$ cat src/rtl/pllcalc_pkg.sv
package pllcalc_pkg;
  localparam int unsigned SHAMT_W = 3;

  typedef struct packed {
    logic                err;
    logic [4:0]          div_oh;
    logic [1:0]          f1;
    logic [1:0]          f0;
    logic [SHAMT_W-1:0]  shamt;
  } divsel_t;
endpackage

$ cat src/rtl/pllcalc_classify.sv
module pllcalc_classify
  import pllcalc_pkg::*;
#(
  parameter int unsigned RATE_W  = 32,
  parameter longint unsigned TH_D1  = 500000000,
  parameter longint unsigned TH_D2  = 250000000,
  parameter longint unsigned TH_D4  = 125000000,
  parameter longint unsigned TH_D8X = 62000000,
  parameter longint unsigned TH_MIN = 50000000
) (
  input  logic [RATE_W-1:0] rate,
  output divsel_t           cls
);
  localparam logic [RATE_W-1:0] L1 = RATE_W'(TH_D1);
  localparam logic [RATE_W-1:0] L2 = RATE_W'(TH_D2);
  localparam logic [RATE_W-1:0] L4 = RATE_W'(TH_D4);
  localparam logic [RATE_W-1:0] L8 = RATE_W'(TH_D8X);
  localparam logic [RATE_W-1:0] LM = RATE_W'(TH_MIN);

  always_comb begin
    cls = '0;
    if (rate >= L1) begin
      cls.shamt = 3'd0; cls.f1 = 2'd0; cls.f0 = 2'd0;
    end else if (rate >= L2) begin
      cls.shamt = 3'd1; cls.f1 = 2'd0; cls.f0 = 2'd1;
    end else if (rate >= L4) begin
      cls.shamt = 3'd2; cls.f1 = 2'd0; cls.f0 = 2'd2;
    end else if (rate > L8) begin
      cls.shamt = 3'd3; cls.f1 = 2'd1; cls.f0 = 2'd2;
    end else if (rate >= LM) begin
      cls.shamt = 3'd4; cls.f1 = 2'd2; cls.f0 = 2'd2;
    end else begin
      cls.err = 1'b1;
    end
    cls.div_oh = cls.err ? 5'd0 : (5'd1 << cls.shamt);
  end
endmodule

$ cat src/rtl/pllcalc_divider.sv
module pllcalc_divider #(
  parameter int unsigned DVD_W = 64,
  parameter int unsigned DEN_W = 32,
  parameter int unsigned OUT_W = 31
) (
  input  logic             clk,
  input  logic             rst,
  input  logic             go,
  input  logic [DVD_W-1:0] dvd,
  input  logic [DEN_W-1:0] dvs,
  output logic [OUT_W-1:0] quo,
  output logic             done
);
  localparam int unsigned CNT_W = $clog2(DVD_W + 1);

  logic [DEN_W:0]   rem_q;
  logic [DVD_W-1:0] q_q;
  logic [CNT_W-1:0] cnt_q;
  logic             run_q;

  logic [DEN_W:0] shifted;
  logic [DEN_W:0] rem_nx;
  logic           ge;

  always_comb begin
    shifted = {rem_q[DEN_W-1:0], q_q[DVD_W-1]};
    ge      = shifted >= {1'b0, dvs};
    rem_nx  = ge ? (shifted - {1'b0, dvs}) : shifted;
  end

  always_ff @(posedge clk) begin
    if (rst) begin
      rem_q <= '0;
      q_q   <= '0;
      cnt_q <= '0;
      run_q <= 1'b0;
      done  <= 1'b0;
    end else begin
      done <= 1'b0;
      if (go) begin
        rem_q <= '0;
        q_q   <= dvd;
        cnt_q <= CNT_W'(DVD_W);
        run_q <= 1'b1;
      end else if (run_q) begin
        rem_q <= rem_nx;
        q_q   <= {q_q[DVD_W-2:0], ge};
        cnt_q <= cnt_q - 1'b1;
        if (cnt_q == CNT_W'(1)) begin
          run_q <= 1'b0;
          done  <= 1'b1;
        end
      end
    end
  end

  assign quo = q_q[OUT_W-1:0];

  AST_REM_BELOW_DEN: assert property (@(posedge clk) disable iff (rst)
    run_q |-> (rem_q < {1'b0, dvs}));
endmodule

$ cat src/rtl/pllcalc_top.sv
module pllcalc_top
  import pllcalc_pkg::*;
#(
  parameter int unsigned RATE_W   = 32,
  parameter int unsigned FCW_W    = 31,
  parameter int unsigned FRAC_W   = 24,
  parameter int unsigned DVD_W    = 64,
  parameter longint unsigned REF_HZ   = 26000000,
  parameter longint unsigned RATE_LO  = 50000000,
  parameter longint unsigned RATE_HI  = 1250000000
) (
  input  logic              clk,
  input  logic              rst,
  input  logic              start_i,
  input  logic [RATE_W-1:0] rate_i,
  output logic              busy_o,
  output logic              done_o,
  output logic              err_o,
  output logic [FCW_W-1:0]  fcw_o,
  output logic [4:0]        div_onehot_o,
  output logic [3:0]        sel_o,
  output logic [RATE_W-1:0] rounded_o
);
  localparam logic [RATE_W-1:0] REF_VAL = RATE_W'(REF_HZ);
  localparam logic [RATE_W-1:0] LO_VAL  = RATE_W'(RATE_LO);
  localparam logic [RATE_W-1:0] HI_VAL  = RATE_W'(RATE_HI);
  localparam int unsigned       BASE_SH = FRAC_W + 1;

  divsel_t            cls_in;
  divsel_t            cls_q;
  logic [RATE_W-1:0]  rate_q;
  logic               busy_q;
  logic               go_q;
  logic [DVD_W-1:0]   dvd;
  logic [FCW_W-1:0]   quo;
  logic               div_done;
  logic [RATE_W-1:0]  clamped;
  logic               accept;
  logic               finish;

  pllcalc_classify #(.RATE_W(RATE_W)) u_cls (
    .rate (rate_i),
    .cls  (cls_in)
  );

  pllcalc_divider #(.DVD_W(DVD_W), .DEN_W(RATE_W), .OUT_W(FCW_W)) u_div (
    .clk  (clk),
    .rst  (rst),
    .go   (go_q),
    .dvd  (dvd),
    .dvs  (REF_VAL),
    .quo  (quo),
    .done (div_done)
  );

  always_comb begin
    dvd     = DVD_W'(rate_q) << (BASE_SH + int'(cls_q.shamt));
    clamped = (rate_q < LO_VAL) ? LO_VAL : ((rate_q > HI_VAL) ? HI_VAL : rate_q);
    accept  = start_i && !busy_q;
    finish  = busy_q && !go_q && (cls_q.err || div_done);
  end

  always_ff @(posedge clk) begin
    if (rst) begin
      cls_q        <= '0;
      rate_q       <= '0;
      busy_q       <= 1'b0;
      go_q         <= 1'b0;
      done_o       <= 1'b0;
      err_o        <= 1'b0;
      fcw_o        <= '0;
      div_onehot_o <= '0;
      sel_o        <= '0;
      rounded_o    <= '0;
    end else begin
      done_o <= 1'b0;
      go_q   <= 1'b0;
      if (accept) begin
        cls_q  <= cls_in;
        rate_q <= rate_i;
        busy_q <= 1'b1;
        go_q   <= !cls_in.err;
      end else if (finish) begin
        busy_q       <= 1'b0;
        done_o       <= 1'b1;
        err_o        <= cls_q.err;
        fcw_o        <= cls_q.err ? '0 : quo;
        div_onehot_o <= cls_q.div_oh;
        sel_o        <= cls_q.err ? 4'd0 : {cls_q.f1, cls_q.f0};
        rounded_o    <= clamped;
      end
    end
  end

  assign busy_o = busy_q;

  AST_DONE_PULSE: assert property (@(posedge clk) disable iff (rst)
    done_o |=> !done_o);
  AST_DONE_IDLE: assert property (@(posedge clk) disable iff (rst)
    done_o |-> !busy_o);
  AST_START_IGNORED: assert property (@(posedge clk) disable iff (rst)
    (busy_q && start_i) |=> $stable(rate_q));
  AST_ERR_ZERO: assert property (@(posedge clk) disable iff (rst)
    (done_o && err_o) |-> (fcw_o == '0 && div_onehot_o == '0 && sel_o == '0));
  AST_DIV_ONEHOT: assert property (@(posedge clk) disable iff (rst)
    (done_o && !err_o) |-> $onehot(div_onehot_o));
  AST_ROUND_RANGE: assert property (@(posedge clk) disable iff (rst)
    done_o |-> (rounded_o >= LO_VAL && rounded_o <= HI_VAL));
endmodule

$ cat config.mk
export PLATFORM = sky130hd
export DESIGN_NAME = pllcalc_top
export DESIGN_NICKNAME = d
export VERILOG_FILES = /design/src/rtl/pllcalc_pkg.sv /design/src/rtl/pllcalc_classify.sv /design/src/rtl/pllcalc_divider.sv /design/src/rtl/pllcalc_top.sv
export SDC_FILE = /design/constraint.sdc
export NUM_CORES = 1
export LEC_CHECK = 0
export ABC_AREA = 1
export ABC_CLOCK_PERIOD_IN_PS = 5400
export BUFFER_PORTS_ARGS = -buffer_cell sky130_fd_sc_hd__buf_2
export CAP_MARGIN = 25
export CORE_UTILIZATION = 44
export CTS_BUF_LIST = sky130_fd_sc_hd__clkbuf_8
export DETAILED_ROUTE_END_ITERATION = 10
export HOLD_SLACK_MARGIN = 0.08
export SKIP_LAST_GASP = 1
export SYNTH_ARGS = -nofsm -noshare
export SYNTH_HDL_FRONTEND = slang
export SYNTH_SLANG_ARGS = --single-unit
$ cat constraint.sdc
create_clock -name clk -period 5.4 [get_ports clk]
set_clock_uncertainty 0.2 [all_clocks]
set_input_delay 0.81 -clock clk [delete_from_list [all_inputs] [get_ports clk]]
set_output_delay 0.81 -clock clk [all_outputs]
set_load 0.005 [all_outputs]
==> results of run 1 <==
-- Yosys cell counts, types with 26 or more instances --
| cell type | instances | share of area |
|---|---|---|
| clkbuf_1 | 69 | 0.021 |
| nand2_1 | 466 | 0.14 |
| buf_2 | 26 | 0.011 |
| inv_1 | 164 | 0.050 |
| o21ai_0 | 192 | 0.079 |
| nor2_1 | 135 | 0.041 |
| nand4_1 | 33 | 0.017 |
| a21oi_1 | 118 | 0.048 |
| a32o_1 | 34 | 0.028 |
| dfxtp_1 | 225 | 0.37 |
| nand3_1 | 214 | 0.088 |
| o22ai_1 | 27 | 0.014 |
-- power groups by stage --
stage / clock [uW] / combinational [uW] / sequential, uW
6_report: 1530 / 600 / 1810
5_1_grt: 1650 / 674 / 1810
4_1_cts: 1570 / 596 / 1800
3_5_place_dp: 0 / 593 / 1840
3_3_place_gp: 0 / 589 / 1840
2_1_floorplan: 0 / 446 / 1810
-- registers in the layout, summed over array words and instances, names as in the netlist --
signal / cells
busy_o: 1
cls_q: 12
div_onehot_o: 5
done_o: 1
err_o: 1
fcw_o: 31
go_q: 1
rate_q: 32
rounded_o: 32
sel_o: 4
u_div.cnt_q: 7
u_div.done: 1
u_div.q_q: 64
u_div.rem_q: 32
u_div.run_q: 1
-- critical path, delay by kind of cell, from the launching register on --
kind,cells,cell delay [ns]
buffers and inverters,2,0.97
AND/OR/NAND/NOR,5,0.76
AO/OA/AOI/OAI,2,0.54
flip-flops,1,0.31
adder cells (fa/ha/maj),1,0.29
-- cell families (layout without fill, tap and decap cells) --
family	count (synthesis)	count (layout)	synth area share
flops	225	225	0.3684
compound gates	442	442	0.2110
buf+inv	293	384	0.09477
xor+xnor	9	9	0.006448
fa+ha+maj	5	5	0.005117
simple gates	898	898	0.3142
-- cell type report --
class	count	area, um2	share of cell area
clock inverter	24	123.9	0.009044
tap	372	465.4	0.03398
clock buffer	47	646.9	0.04723
multi-input combinational	1354	6570	0.4797
inverter	184	690.7	0.05042
sequential	225	4504	0.3289
timing repair buffer	129	695.7	0.05079
-- worst paths after layout --
path,from,end
hold reg to reg,rounded_o[11],rounded_o[11]
setup reg to reg,cls_q[0],u_div.q_q[24]
setup / recovery,cls_q[0],u_div.q_q[24]
hold / removal,rounded_o[11],rounded_o[11]
-- stage by stage --
step                hold WS, ns    util  setup WS (ns)  power (uW)
global route             0.2648  0.5054          1.986        4140
CTS                      0.2534  0.5054          2.255        3966
finish                   0.2495  0.5054          2.209        3941
detailed placement       0.2402  0.4770          2.193        2432
floorplan                0.2245       -          3.195        2258
global placement         0.2340  0.4770          2.218        2428
-- placed cells by master (no fill, tap or decap), types with 2 or more instances in the layout --
cell / netlist / final
a211oi_1: 6 / 6
nor2_2: 8 / 8
nor3_1: 24 / 24
nand3b_1: 4 / 4
o2111ai_1: 2 / 2
clkbuf_8: 0 / 47
clkinv_2: 0 / 7
nand3_1: 214 / 214
o21ai_1: 16 / 16
xnor2_1: 2 / 2
xor2_1: 7 / 7
o21ai_4: 2 / 2
nand2_2: 4 / 4
o221ai_1: 7 / 7
dfxtp_1: 225 / 225
ha_1: 5 / 5
a21oi_1: 118 / 118
inv_2: 12 / 12
o31ai_1: 2 / 2
inv_1: 164 / 178
nand4_1: 33 / 33
nor2_1: 135 / 134
nand2_1: 466 / 466
o21a_1: 4 / 4
clkinv_1: 8 / 8
buf_4: 1 / 20
or2_2: 3 / 3
a32o_1: 34 / 34
buf_2: 26 / 109
a31oi_1: 13 / 13
o211ai_1: 12 / 12
o21ai_0: 192 / 192
nor4_1: 3 / 3
o22ai_1: 27 / 27
-- metal layers --
metal	global-route usage	routed length (um)	vias up
met3	0.04325	2701	76
met2	0.4281	17030	441
met1	0.4263	20330	6018
met4	0.07154	842	2
met5	0	13	-
li1	-	-	6442
==> qor.yml, run 1 <==
ant_nets: 0
slowest_delay_ns: 0.73
fin_crit_sh: 0.5909
initial_core_util: 0.4511
antennaDiodeCount: 0
avgRoutedWirePerCell_um: 17.52
cts_setup_buffers: 0
setup_viol: 0
crit_top_cell: "nand3_1"
fillCellCount: 2902
combPwrFrac: 0.152
finalSetupTns_ns: 0
gp_congestion: 0.9682
rsz0062_at_grt: "false"
syn_area_per_cell_um2: 6.531
end_kind: "flop"
synthDistinctLibCells: 46
fin_crit_ns: 3.191
arrival_ns: 3.44
clk_pin_slew_worst_paths_ns: 0.07
slowest_stage: "inv_1"
hp-class: "reg2reg"
vias: 12980
netlist_area_um2: 12230
seq_power_share: 0.459
overflow: 0
setup.worst_path.start_class: "flop"
grt_pass1_vias: 11870
ys_seq_area_frac: 0.3684
drive_gt1_frac: 0.1131
nets: 1975
port_buffers: 109
yosys_warnings: 0
slew_viol_final: 0
peakVddDrop_v: 0.0002307
worstPathRequired_ns: 5.65
swShare: 0.3113
fmax_mhz: 313.4
post_dp_cell_area_um2: 12930
routed_wl_um: 40910
cap_violations: 0
hold_viol: 0
cts.sinks: 225
fin_area_um2: 13700
grt.total_usage: 0.2862
reg2reg_slack_ns: 2.21
cts_resized: 0
synthToLayoutAreaGrowth_pct: 12.04
syn_nets: 1912
synth_cells: 1872
die_h_um: 168.7
status: "completed"
crit_type: "reg2reg"
leakagePower_uw: 0.006012
switching_power_uw: 1227
p_int_uw: 2714
core_area_um2: 27100
hold_depth: 2
grt_pass1_wl_um: 65030
powerDensity_nw_per_um2: 287.7
grt_max_degree: 75
ctsRootBufferMaster: "clkbuf_8"
placedCellCount: 2264
antenna_found_initial: 1
worstPathMaxFanout: 34
synth-seq-cells: 225
stdcell_count: 2335
die_area_um2: 28460
fp.dieW_um: 168.7
cts_tree: "done"
drt-pass1-iter-count: 6
cts_htree_levels: 2
worst_skew_pair.late_latency_ns: 0.57
cp_cell_sequence: "ha_1 > buf_4 > inv_1 > nand3_1 > nand3_1 > nand2_1 > o21ai_0 > nand2_1 > nand3_1 > a21oi_1"
cts_hold_buf: 0
rows: 60
power.share.clock: 0.389
clk_path_buf_depth: 3
drc: 0
ys.flop_type: "dfxtp_1"
slew_headroom: 0.2857
dp_hpwl_um: 29490
reg2regPathDepth: 10
drt_iter0_drc: 1321
ioPinCount: 110
cts_made_buffers: 41
worst_slew_pin_slew_ns: 1.070
synth_edf_count: 0
synth-async-reset-ratio: 0
vias_per_cell: 5.558
(Power assumes the default switching activity.)
==> inputs of run 2 (changes only) <==
- ABC_CLOCK_PERIOD_IN_PS: 5400 -> 3200
- clock period: 5.4 -> 3.2 ns (I/O delays scaled with it)
==> run 2 against run 1 <==
Net effect:
- worst hold slack worse by 0.15 ns
- sequential cell count stayed put
- clock power is 100% higher
- sequential power is 69% higher
- non-clock buffer count is 43 higher
==> qor.yml, run 2 (same netlist as run 1, synthesis figures left out) <==
status: "completed"
finalSetupTns_ns: 0  # unchanged
die_area_um2: 28460  # unchanged
clk_path_buf_depth: 3  # unchanged
port_buffers: 109  # unchanged
highest_layer: "met4"
hp-class: "in2reg"
ctsRootBufferMaster: "clkbuf_8"
hold-worst-slack_ns: 0.1020  # -0.1475 ns
multiInputGateArea_um2: 6570  # unchanged
clk_pin_slew_worst_paths_ns: 0.06  # about the same
wl_met2_um: 18400  # +8.0%
fillCellCount: 2806  # -3.3%
setup.worst_path.start_class: "flop"
worstPathRequired_ns: 3.45  # -2.20 ns
cts_setup_buffers: 0  # unchanged
antennaDiodeCount: 0  # unchanged
rows: 60  # unchanged
wirelength_met1_um: 20770  # +2.2%
cts_htree_levels: 2  # unchanged
overflow: 0  # unchanged
final_util: 0.5277  # +0.02234
vias: 13310  # +2.6%
drc: 0  # unchanged
setup_viol: 0  # unchanged
nets: 2018  # +2.2%
synthToLayoutAreaGrowth_pct: 16.99
fin_crit_ns: 2.570  # -0.6205 ns
switching_power_uw: 2125  # +73%
ioPinCount: 110  # unchanged
worst_slew_pin_slew_ns: 0.9718  # -0.09847 ns
end_kind: "flop"
hold_viol: 0  # unchanged
fmax_mhz: 389.1  # +24%
die_h_um: 168.7  # unchanged
r2r-end: "u_div.q_q[17]"
cts_tree: "done"
drt-pass1-iter-count: 6  # unchanged
worst_skew_pair.late_latency_ns: 0.56  # about the same
rsz0062_at_grt: "false"
combPwrFrac: 0.148  # -0.004
crit_start: "cls_q[0]"
power.share.clock: 0.430  # +0.041
worstPathMaxFanout: 57  # +68%
routed_wl_um: 43630  # +6.6%
worstSetupEndpoint: "u_div.q_q[17]"
seq_power_share: 0.422  # -0.037
grt_pass1_wl_um: 68860  # +5.9%
powerDensity_nw_per_um2: 506.1  # +76%
layout_commonest_cell: "nand2_1"
crit_type: "reg2reg"
grt.total_usage: 0.3062  # +0.01991
mostFrequentLayoutCells: "nand2_1, dfxtp_1, nand3_1, o21ai_0, inv_1"
fin_crit_sh: 0.8032  # +0.2123
top_register: "u_div.q_q"
slew_viol_final: 0  # unchanged
grt_pass1_vias: 12550  # +5.8%
p_int_uw: 5113  # +88%
vias_per_cell: 5.591  # +0.58%
cts_made_buffers: 41  # unchanged
arrival_ns: 2.82  # -0.62 ns
largest_reg_flops: 64  # unchanged
avgRoutedWirePerCell_um: 18.32  # +4.6%
r2r_start: "cls_q[0]"
peakVddDrop_v: 0.0005045  # +120%
seq_area_um2: 4504  # unchanged
cap_violations: 0  # unchanged
core_area_um2: 27100  # unchanged
initial_core_util: 0.4511  # unchanged
cts.sinks: 225  # unchanged
drt_iter0_drc: 1202  # -9.0%
drive_gt1_frac: 0.1254  # +0.01234
wl_met3_um: 3456  # +28%
slew_headroom: 0.3514  # +0.06572
leakagePower_uw: 0.006284  # +4.5%
gp_congestion: 0.9823  # +1.5%
fp.dieW_um: 168.7  # unchanged
grt_max_degree: 67  # -11%
reg2reg_slack_ns: 0.63  # -1.58 ns
dp_hpwl_um: 31920  # +8.3%
reg2regPathDepth: 9  # -1
ant_nets: 0  # unchanged
antenna_found_initial: 0  # -1
swShare: 0.2936  # -0.01768
[run 2: cell types whose count changed in the layout (fill, tap and decap cells not counted), sizes merged]
cell | previous run | this run
clkinv | 16 | 13
inv | 192 | 187
clkinvlp | 0 | 2
dlygate4sd3 | 0 | 20
bufinv | 0 | 5
clkbuf | 47 | 51
buf | 129 | 152
[run 2: how the worst min path moves through the flow]
stage | start | end | slack [ns] | cells after the start
floorplan | cls_q[8] | div_onehot_o[1] | 0.22 | 2
global placement | rounded_o[16] | rounded_o[16] | 0.23 | 2
detailed placement | rounded_o[31] | rounded_o[31] | 0.24 | 2
CTS | rate_i[26] | rate_q[26] | 0.08 | 3
global route | rate_i[26] | rate_q[26] | 0.11 | 3
finish | rate_i[18] | rate_q[18] | 0.10 | 3
[run 2: worst max-delay path, stage by stage (launching register included)]
cell and delay (ns):
dfxtp_1 0.34, buf_12 0.19, o21ai_0 0.50, nand2_1 0.16, nand3_1 0.12, nand2_1 0.09
o21ai_0 0.50, nand2_1 0.15, nand3_1 0.13, a21oi_1 0.07
[run 2: layer usage]
layer | vias to the layer above | track usage
met3 | 75 | 0.05705
met4 | 0 | 0.08458
met5 | - | 0
li1 | 6521 | -
met1 | 6195 | 0.4384
met2 | 521 | 0.4669
[run 2: stage by stage]
stage	total power [uW]	setup slack [ns]	cells	area (um2)
after floorplan	3811	0.9947	1872	12230
after global placement	4144	0.7261	2287	13160
after detailed placement	4145	0.7172	2287	13160
after CTS	7277	0.6871	2381	14300
after global routing	7549	0.4799	2381	14300
final	7238	0.6299	2381	14300
[run 2: final cells by class]
class / instances / share of cell area
sequential: 225 / 0.3149
timing repair buffer: 172 / 0.07908
inverter: 184 / 0.04829
multi-input combinational: 1354 / 0.4594
tap: 372 / 0.03254
clock buffer: 51 / 0.04908
clock inverter: 23 / 0.01671
[run 2: power by group through the flow]
stage / logic, uW / clock network (uW) / registers [uW]
2_1_floorplan: 753 / 0 / 3060
3_3_place_gp: 1030 / 0 / 3110
3_5_place_dp: 1040 / 0 / 3110
4_1_cts: 1060 / 3170 / 3050
5_1_grt: 1190 / 3290 / 3070
6_report: 1070 / 3110 / 3050
[run 2: timing repair]
action | 4_1_cts | 5_1_grt
hold buffers | 20 | 0
endpoints found under the hold margin | 20 | 0
gates resized for setup | 0 | 0
